<file path="src/rtl/xlat_tlb_pkg.sv">
package xlat_tlb_pkg;
  localparam int ASID_W     = 2;
  localparam int VPN_W      = 20;
  localparam int PFN_W      = 20;
  localparam int PERM_W     = 3;
  localparam int VA_W       = 32;
  localparam int PAGE_SHIFT = 12;

  typedef enum logic [1:0] {
    FL_ALL     = 2'd0,
    FL_RSVD    = 2'd1,
    FL_SECTION = 2'd2,
    FL_GROUP   = 2'd3
  } flush_kind_e;

  typedef struct packed {
    logic              vld;
    logic [ASID_W-1:0] asid;
    logic [VPN_W-1:0]  vpn;
    logic [PFN_W-1:0]  pfn;
    logic [PERM_W-1:0] perm;
  } tlb_entry_t;

  function automatic logic [VPN_W-1:0] va_to_vpn(input logic [VA_W-1:0] va);
    return va[VA_W-1:PAGE_SHIFT];
  endfunction

  function automatic logic tag_match(input tlb_entry_t e,
                                     input logic [ASID_W-1:0] a,
                                     input logic [VPN_W-1:0] v);
    return e.vld && (e.asid == a) && (e.vpn == v);
  endfunction

  // Flush command: [1:0] granularity, [31] ID qualifier, [30:29] ID,
  // [19:10] section page bits, [19:2] group page bits.
  function automatic logic flush_match(input logic [31:0] cmd, input tlb_entry_t e);
    logic asid_ok;
    logic va_ok;
    asid_ok = !cmd[31] || (cmd[30:29] == e.asid);
    case (cmd[1:0])
      FL_ALL:     va_ok = 1'b1;
      FL_SECTION: va_ok = (cmd[19:10] == e.vpn[19:10]);
      FL_GROUP:   va_ok = (cmd[19:2] == e.vpn[19:2]);
      default:    va_ok = 1'b0;
    endcase
    return e.vld && asid_ok && va_ok;
  endfunction
endpackage

</file>
<file path="src/rtl/xlat_tlb_flush_dec.sv">
module xlat_tlb_flush_dec
  import xlat_tlb_pkg::*;
#(
  parameter int ENTRIES = 16
) (
  input  logic                     flush_valid,
  input  logic [31:0]              flush_cmd,
  input  tlb_entry_t [ENTRIES-1:0] ents,
  output logic [ENTRIES-1:0]       kill_vec
);
  for (genvar i = 0; i < ENTRIES; i++) begin : g_ent
    assign kill_vec[i] = flush_valid && flush_match(flush_cmd, ents[i]);
  end
endmodule

</file>
<file path="src/rtl/xlat_tlb_victim.sv">
module xlat_tlb_victim #(
  parameter int ENTRIES = 16
) (
  input  logic                       clk,
  input  logic                       rst_n,
  input  logic                       advance,
  output logic [$clog2(ENTRIES)-1:0] slot
);
  localparam int IDX_W = $clog2(ENTRIES);
  localparam logic [IDX_W-1:0] LAST = IDX_W'(ENTRIES - 1);

  always_ff @(posedge clk) begin
    if (!rst_n)             slot <= '0;
    else if (advance) begin
      if (slot == LAST)     slot <= '0;
      else                  slot <= slot + 1'b1;
    end
  end
endmodule

</file>
<file path="src/rtl/xlat_tlb_sat_ctr.sv">
module xlat_tlb_sat_ctr #(
  parameter int CNT_W = 32
) (
  input  logic             clk,
  input  logic             rst_n,
  input  logic             enable,
  input  logic             bump,
  output logic [CNT_W-1:0] count
);
  always_ff @(posedge clk) begin
    if (!rst_n)                   count <= '0;
    else if (!enable)             count <= '0;
    else if (bump && !(&count))   count <= count + 1'b1;
  end
endmodule

</file>
<file path="src/rtl/xlat_tlb.sv">
module xlat_tlb
  import xlat_tlb_pkg::*;
#(
  parameter int ENTRIES = 16,
  parameter int CNT_W   = 32
) (
  input  logic              clk,
  input  logic              rst_n,
  input  logic [31:0]       cfg_word,
  input  logic              lk_valid,
  input  logic [ASID_W-1:0] lk_asid,
  input  logic [VA_W-1:0]   lk_va,
  output logic              lk_ready,
  output logic              res_valid,
  output logic              res_hit,
  output logic [PFN_W-1:0]  res_pfn,
  output logic [PERM_W-1:0] res_perm,
  output logic              miss_pending,
  input  logic              fill_valid,
  input  logic [ASID_W-1:0] fill_asid,
  input  logic [VPN_W-1:0]  fill_vpn,
  input  logic [PFN_W-1:0]  fill_pfn,
  input  logic [PERM_W-1:0] fill_perm,
  input  logic              flush_valid,
  input  logic [31:0]       flush_cmd,
  output logic [CNT_W-1:0]  hit_count,
  output logic [CNT_W-1:0]  miss_count
);
  localparam int IDX_W = $clog2(ENTRIES);

  tlb_entry_t [ENTRIES-1:0] ents;
  logic [ENTRIES-1:0] lk_hit_vec;
  logic [ENTRIES-1:0] fill_hit_vec;
  logic [ENTRIES-1:0] kill_vec;
  logic [ENTRIES-1:0] valid_vec;
  logic [IDX_W-1:0]   lk_idx;
  logic [IDX_W-1:0]   dup_idx;
  logic [IDX_W-1:0]   victim_idx;
  logic [IDX_W-1:0]   fill_idx;
  logic [VPN_W-1:0]   lk_vpn;
  tlb_entry_t         lk_ent;
  logic               stats_en;
  logic               hum_en;
  logic               lk_hit_any;
  logic               lk_fire;
  logic               fill_dup;
  logic               unused_cfg;

  assign stats_en   = cfg_word[31];
  assign hum_en     = cfg_word[29];
  assign unused_cfg = ^{cfg_word[30], cfg_word[28:0]};
  assign lk_vpn     = va_to_vpn(lk_va);

  // Per-entry tag comparators for the lookup port and the fill port.
  for (genvar i = 0; i < ENTRIES; i++) begin : g_cmp
    assign lk_hit_vec[i]   = tag_match(ents[i], lk_asid, lk_vpn);
    assign fill_hit_vec[i] = tag_match(ents[i], fill_asid, fill_vpn);
    assign valid_vec[i]    = ents[i].vld;
  end

  always_comb begin
    lk_idx  = '0;
    dup_idx = '0;
    for (int i = 0; i < ENTRIES; i++) begin
      if (lk_hit_vec[i])   lk_idx  = lk_idx  | IDX_W'(i);
      if (fill_hit_vec[i]) dup_idx = dup_idx | IDX_W'(i);
    end
  end

  assign lk_hit_any = |lk_hit_vec;
  assign fill_dup   = |fill_hit_vec;
  assign lk_ent     = ents[lk_idx];
  assign lk_ready   = !miss_pending || (hum_en && lk_hit_any);
  assign lk_fire    = lk_valid && lk_ready;
  assign fill_idx   = fill_dup ? dup_idx : victim_idx;

  xlat_tlb_flush_dec #(.ENTRIES(ENTRIES)) u_flush (
    .flush_valid (flush_valid),
    .flush_cmd   (flush_cmd),
    .ents        (ents),
    .kill_vec    (kill_vec)
  );

  xlat_tlb_victim #(.ENTRIES(ENTRIES)) u_victim (
    .clk     (clk),
    .rst_n   (rst_n),
    .advance (fill_valid && !fill_dup),
    .slot    (victim_idx)
  );

  // Flush clears first; a same-cycle fill then wins its own slot.
  always_ff @(posedge clk) begin
    if (!rst_n) begin
      ents <= '0;
    end else begin
      for (int i = 0; i < ENTRIES; i++) begin
        if (kill_vec[i]) ents[i].vld <= 1'b0;
      end
      if (fill_valid) begin
        ents[fill_idx] <= '{vld: 1'b1, asid: fill_asid, vpn: fill_vpn,
                            pfn: fill_pfn, perm: fill_perm};
      end
    end
  end

  always_ff @(posedge clk) begin
    if (!rst_n) begin
      res_valid    <= 1'b0;
      res_hit      <= 1'b0;
      res_pfn      <= '0;
      res_perm     <= '0;
      miss_pending <= 1'b0;
    end else begin
      res_valid <= lk_fire;
      if (lk_fire) begin
        res_hit  <= lk_hit_any;
        res_pfn  <= lk_hit_any ? lk_ent.pfn  : '0;
        res_perm <= lk_hit_any ? lk_ent.perm : '0;
      end
      if (lk_fire && !lk_hit_any) miss_pending <= 1'b1;
      else if (fill_valid)        miss_pending <= 1'b0;
    end
  end

  xlat_tlb_sat_ctr #(.CNT_W(CNT_W)) u_hits (
    .clk    (clk),
    .rst_n  (rst_n),
    .enable (stats_en),
    .bump   (lk_fire && lk_hit_any),
    .count  (hit_count)
  );

  xlat_tlb_sat_ctr #(.CNT_W(CNT_W)) u_misses (
    .clk    (clk),
    .rst_n  (rst_n),
    .enable (stats_en),
    .bump   (lk_fire && !lk_hit_any),
    .count  (miss_count)
  );
endmodule

</file>
<file path="config.mk">
export PLATFORM = sky130hd
export DESIGN_NAME = xlat_tlb
export DESIGN_NICKNAME = d
export VERILOG_FILES = /design/src/rtl/xlat_tlb_pkg.sv /design/src/rtl/xlat_tlb_flush_dec.sv /design/src/rtl/xlat_tlb_victim.sv /design/src/rtl/xlat_tlb_sat_ctr.sv /design/src/rtl/xlat_tlb.sv
export SDC_FILE = /design/constraint.sdc
export NUM_CORES = 2
export LEC_CHECK = 0
export BUFFER_PORTS_ARGS = -buffer_cell sky130_fd_sc_hd__buf_2
export CAP_MARGIN = 40
export CORE_MARGIN = 3
export CORE_UTILIZATION = 40
export CTS_CLUSTER_SIZE = 20
export DETAILED_ROUTE_END_ITERATION = 7
export PLACE_DENSITY = 0.6
export SYNTH_ARGS = -nofsm -noshare
export SYNTH_HDL_FRONTEND = slang
export SYNTH_HIERARCHICAL = 1
export SYNTH_SLANG_ARGS = --single-unit
</file>
<file path="constraint.sdc">
create_clock -name clk -period 11.31 [get_ports clk]
set_input_delay 1.6965 -clock clk [delete_from_list [all_inputs] [get_ports clk]]
set_output_delay 1.6965 -clock clk [all_outputs]
set_load 0.02 [all_outputs]
</file>
== Word-level counts from Yosys, hierarchy flattened ==
Cells that the tools add are included.

* Register bits after elaboration: 830
* Input bits: 148
* Output and inout bits: 91
* Word-level logic and storage cells: 449

* $add $sub $neg: 3
* $lt $le $gt $ge: 3
* Equality and inequality tests: 115
* Muxes and demuxes: 90
* Reduce and logical (&&, ||, !) cells: 150

{| class="wikitable"
|+ Operators by type and width
! operator !! number
|-
| 736-bit bitwise mux || 1
|-
| 736-bit two-way mux || 1
|-
| 20-bit == test || 32
|-
| 18-bit == test || 16
|-
| 46-bit binary-select mux with 4-bit select || 1
|-
| 46-bit demux with 4-bit select || 1
|-
| 10-bit == test || 16
|-
| 1-bit logical AND || 120
|-
| 2-bit == test || 48
|-
| 4-bit two-way mux || 18
|-
| 32-bit by 1-bit adder with 32-bit output (second input constant) || 2
|-
| 32-bit AND reduction || 2
|-
| 1-bit case mux with 3 select lines || 16
|-
| 46-bit two-way mux || 1
|-
| 1-bit two-way mux || 36
|-
| 16-bit OR reduction || 2
|-
| 3-bit two-way mux || 9
|-
| 23-bit two-way mux || 1
|-
| 20-bit two-way mux || 1
|-
| 1-bit logical OR || 17
|-
| 4-bit by 5-bit < comparator with 1-bit output (second input constant) || 2
|-
| 2-bit two-way mux || 4
|-
| 1-bit logical NOT || 6
|-
| 4-bit by 1-bit adder with 4-bit output (second input constant) || 1
|-
| 6 further kinds || 7
|}

== Longest topological paths before layout ==
* Word-level depth: 25
* Gate-level depth with buffers: 18
* Mapped depth without buffers: 13

== Modules after synthesis ==
Netlist, hierarchy kept.

{| class="wikitable"
|+ By module, submodules not included
! module !! instances !! cells each !! area an instance (sq um) !! sequential area each (sq um)
|-
| xlat_tlb || 1 || 4353 || 40187.3 || 15254.6
|-
| xlat_tlb_flush_dec || 1 || 512 || 4155.2 || 0.0
|-
| xlat_tlb_sat_ctr || 2 || 195 || 1684.1 || 640.6
|-
| xlat_tlb_victim || 1 || 20 || 190.2 || 80.1
|}

== Worst setup path after synthesis ==
Ideal clock, no wire load.

* Path type: input to output
* Start point: in lk_va[31]
* End point: out lk_ready
* Arrival: 3993 ps
* Data required time: 9614 ps
* Slack: 5620 ps
* Stages: 10
* Path buffers: 2
* Cells stage by stage: clkbuf_1 -> buf_4 -> xnor2_1 -> nand4_1 -> or4_1 -> a2bb2oi_1 -> and2_1 -> nand4_1 -> nor2_1 -> o21ai_0

* Cells in the longest elaborated chain, start to end: 5
* Elaborated cells on any way between the ends: 35
* Those cells by class: 16 x eq/ne; 19 x reduce/logical

{| class="wikitable"
|+ RTL lines
! item !! line !! text
|-
| start: declaration || xlat_tlb.sv:12 || <nowiki>input logic [VA_W-1:0] lk_va,</nowiki>
|-
| 20-bit == test || xlat_tlb_pkg.sv:31 || <nowiki>return e.vld && (e.asid == a) && (e.vpn == v);</nowiki>
|-
| 1-bit logical AND || xlat_tlb_pkg.sv:31 ||
|-
| 16-bit OR reduction (*) || xlat_tlb.sv:70 || <nowiki>assign lk_hit_any = |lk_hit_vec;</nowiki>
|-
| 1-bit logical AND (*) || xlat_tlb.sv:73 || <nowiki>assign lk_ready = !miss_pending || (hum_en && lk_hit_any);</nowiki>
|-
| 1-bit logical OR (*) || xlat_tlb.sv:73 ||
|-
| end: declaration || xlat_tlb.sv:13 || <nowiki>output logic lk_ready,</nowiki>
|}

Mark *: on every way between the ends. The rest lies on a longest branch, timed or not.

== Worst setup path after layout ==
* Start point: in lk_va[29]
* End point: out lk_ready

The elaborated chain is that of the path after synthesis.

==> flow_metrics.py <==
metrics = {
    "power_and_ir_drop": {
        "peakVddDrop_uv": 129,
        "total_leakage_power_nw": 21.9,
        "total_power_consumption_of_the_routed_design_mw": 6.97,
        "power_density_nw_per_um2": 130,
    },
    "clocking": {
        "cts.htree.levels": 3,
        "cts_made_buffers": 97,
        "cts.sink_count": 830,
        "clk_root_buffer_cell": "sky130_fd_sc_hd__clkbuf_16",
        "ctsLongestPathBuffers": 3,
        "clk_pin_slew_ns": 0.06,
        "cts.repair_timing.setup_buffer_count": 0,
        "number_of_resized_instances_in_the_post_cts_repair_step": 0,
        "holdBufCountCts": 0,
        "worstSkewPairLatency_ns": 0.72,
        "tritoncts": "built",
    },
    "die": {
        "die_width_um": 352,
        "fp-row-count": 126,
        "core_region_area_sq_um": 118000,
        "initial_utilization_pct": 40.5,
        "floorplan.io_pins": 239,
        "die-height_um": 352,
        "design.die.area_sq_um": 124000,
    },
    "global_routing": {
        "global_route.overflow_total": 0,
        "number_of_antenna_violations_at_the_first_check_in_global_routing": 10,
        "grt_max_degree": 149,
        "overall_global_routing_resource_usage_pct": 29.4,
        "grt_pass1_wl_um": 273000,
        "first_global_vias": 38900,
    },
    "yosys": {
        "synth_area_per_cell_sq_um": 9.08,
        "synth_warnings": 6,
        "post_synth_top_cells": "sky130_fd_sc_hd__nand2_1 (867), sky130_fd_sc_hd__mux2i_1 (860), sky130_fd_sc_hd__dfxtp_1 (830), sky130_fd_sc_hd__xnor2_1 (617), sky130_fd_sc_hd__xor2_1 (418)",
        "netlist.area_leader.share_pct": 34.7,
        "synth_seq_cells": 830,
        "netlist.top_cell.by_area": "sky130_fd_sc_hd__dfxtp_1",
        "synth.distinct_cells": 79,
        "synth-seq-area-share_pct": 34.7,
        "post_syn_area_sq_um": 47900,
        "most_common_flop_cell_mapped_by_yosys": "sky130_fd_sc_hd__dfxtp_1",
        "synth.most_common_cell": "sky130_fd_sc_hd__nand2_1",
        "synthTopCellsByArea": "sky130_fd_sc_hd__dfxtp_1 (35%), sky130_fd_sc_hd__mux2i_1 (18%), sky130_fd_sc_hd__xnor2_1 (11%)",
        "async_sr_flop_fraction_pct": 0,
        "number_of_nets_produced_by_synthesis": 5426,
        "count_of_mapped_cells_out_of_synthesis": 5275,
        "number_of_enable_type_register_cells_in_the_synthesized_netlist": 0,
    },
    "min_path": {
        "holdPathStages": 2,
        "hold_path_class": "flop to flop",
    },
    "critical_path": {
        "crit_path_end_kind": "output port",
        "startpoint_type": "input pin",
        "buffer_and_inverter_count_on_the_worst_path": 3,
        "cp_slowest_cell": "sky130_fd_sc_hd__buf_2",
        "worst-path-stages": 11,
        "critPathTopFamily": "buffers and inverters",
        "required_ns": 9.61,
        "critPathMaxFanout": 52,
        "worstPathCellList": "buf_2 > xnor2_1 > nand4_1 > or4_1 > a2bb2oi_4 > buf_4 > o311a_1 > nand4_1 > nor2_1 > o21ai_0 > buf_2",
        "cp_arrival_ns": 5.54,
        "critical_path_class": "input pin to output port",
        "r2r.worst_path.cells": 9,
        "critical_path.max_stage_delay_ns": 0.75,
    },
    "cells_and_area": {
        "final_core_utilization_pct": 45.5,
        "fill_cells": 11500,
        "area_occupied_by_registers_sq_um": 16600,
        "syn_to_final_growth_pct": 12.4,
        "post_route_cells_drive_above_1_share_pct": 10.9,
        "multiInputGateArea_sq_um": 28900,
        "design_area_sq_um": 53800,
        "fin_nets": 5413,
    },
    "routing": {
        "vias_per_cell": 5.88,
        "route.detailed.drc": 0,
        "routedWlPerCell_um": 27.3,
        "first_drt_pass_iteration_count": 6,
        "dr.first_iter.drc_count": 4271,
        "antenna_violating_nets_post_route": 0,
        "detailroute.via_count": 40800,
        "drt_wl_total_um": 189000,
    },
    "timing": {
        "final_min_period_over_clock_period_pct": 64.0,
        "worst-slew-pin-transition_ns": 1.03,
        "tns_ns": 0,
        "setup-violations-final": 0,
        "worst_slew_margin_rel_pct": 31.3,
        "postLayoutSetupSlackWorst_ns": 4.07,
        "rsz0062_at_grt": "false",
        "clock.fmax_mhz": 138,
        "period_minus_slack_ns": 7.24,
        "hold_viol_final": 0,
        "timing.clock.skew_ns": 0.0441,
        "maxSlewViolCount": 0,
    },
    "placement": {
        "place_congestion": 0.947,
        "port_buffers": 187,
        "dp_worst_setup_slack_ns": 4.27,
        "detailed_place.area_sq_um": 50500,
        "hpwlAfterDp_um": 116000,
    },
    "run": {
        "maxCapViolations": 0,
    },
    "outcome": {
        "status": "complete, no violations",
    },
}
## where the power goes
| part | internal (mW) | switching (mW) |
|---|---|---|
| combinational | 0.228 | 0.499 |
| sequential | 2.95 | 0.0286 |
| clock | 1.92 | 1.35 |
| total | 5.10 | 1.87 |
## final timing paths
path / end / from / slack [ns]
worst max-delay path: lk_ready / lk_va[29] / 4.07
worst min-delay path: flop / flop / 0.45
worst max register to register: flop / flop / 6.55
worst min register to register: flop / flop / 0.45
## worst reg2reg max path, stage by stage, from the launching register on
cell                        delay (ns)
sky130_fd_sc_hd__dfxtp_1          0.46
sky130_fd_sc_hd__xor2_1           0.22
sky130_fd_sc_hd__nor4_1           0.08
sky130_fd_sc_hd__nand4_1          0.31
sky130_fd_sc_hd__a2bb2oi_1        0.59
sky130_fd_sc_hd__nand4_1          0.63
sky130_fd_sc_hd__a21oi_1          0.96
sky130_fd_sc_hd__nand3_4          0.63
sky130_fd_sc_hd__buf_4            0.55
sky130_fd_sc_hd__mux2i_1          0.22
## per-layer routing
metal  global-route usage [%]  share of wire [%]  vias to the layer above
li1                         -                  -                    18300
met1                     37.2                 39                    19800
met2                     45.9                 44                     2070
met3                     6.44                9.4                      677
met4                     17.3                7.2                        0
met5                        0                  0                        -
## metrics by stage
stage | instances | hold WS [ns]
2_1_floorplan | 5275 | 0.431
3_3_place_gp | 6716 | 0.439
3_5_place_dp | 6761 | 0.446
4_1_cts | 6937 | 0.457
5_1_grt | 6944 | 0.470
6_report | 6945 | 0.454
## cell usage in the layout (no fill, tap or decap), drive strengths merged, types with 6 or more instances in the layout
cell type,instances
a211oi,87
a21boi,13
a21oi,62
a221oi,21
a22oi,8
a2bb2oi,9
a311oi,23
a41oi,47
and2,9
and3,16
and4,13
buf,323
bufinv,10
clkbuf,130
clkinv,25
clkinvlp,7
dfxtp,830
diode,6
inv,66
mux2i,860
nand2,869
nand2b,16
nand3,135
nand4,254
nor2,74
nor2b,7
nor3,20
nor4,124
o21a,8
o21ai,104
o311ai,8
o31ai,12
or2,14
or3,34
or4,20
xnor2,617
xor2,418
## area by class of cell
cell class	count	share of cell area (%)
well taps	1600	3.72
clock inverters	47	1.06
flip-flops and latches	830	30.9
repair buffers	324	5.12
clock buffers	129	5.03
diodes	6	0.0279
inverters	61	0.425
multi-input cells	3948	53.7
## logic make-up (layout without fill, tap and decap cells)
logic type	Yosys count	count (layout)	share of synthesized area (%)
compound gates	428	428	6.58
xor+xnor	1035	1035	18.9
fa+ha+maj	3	3	0.0784
buf+inv	497	561	5.38
flops	830	830	34.7
mux	861	861	18.0
other cells	0	6	0
simple gates	1621	1621	16.4
No activity file was read; power rests on OpenSTA's default activity.
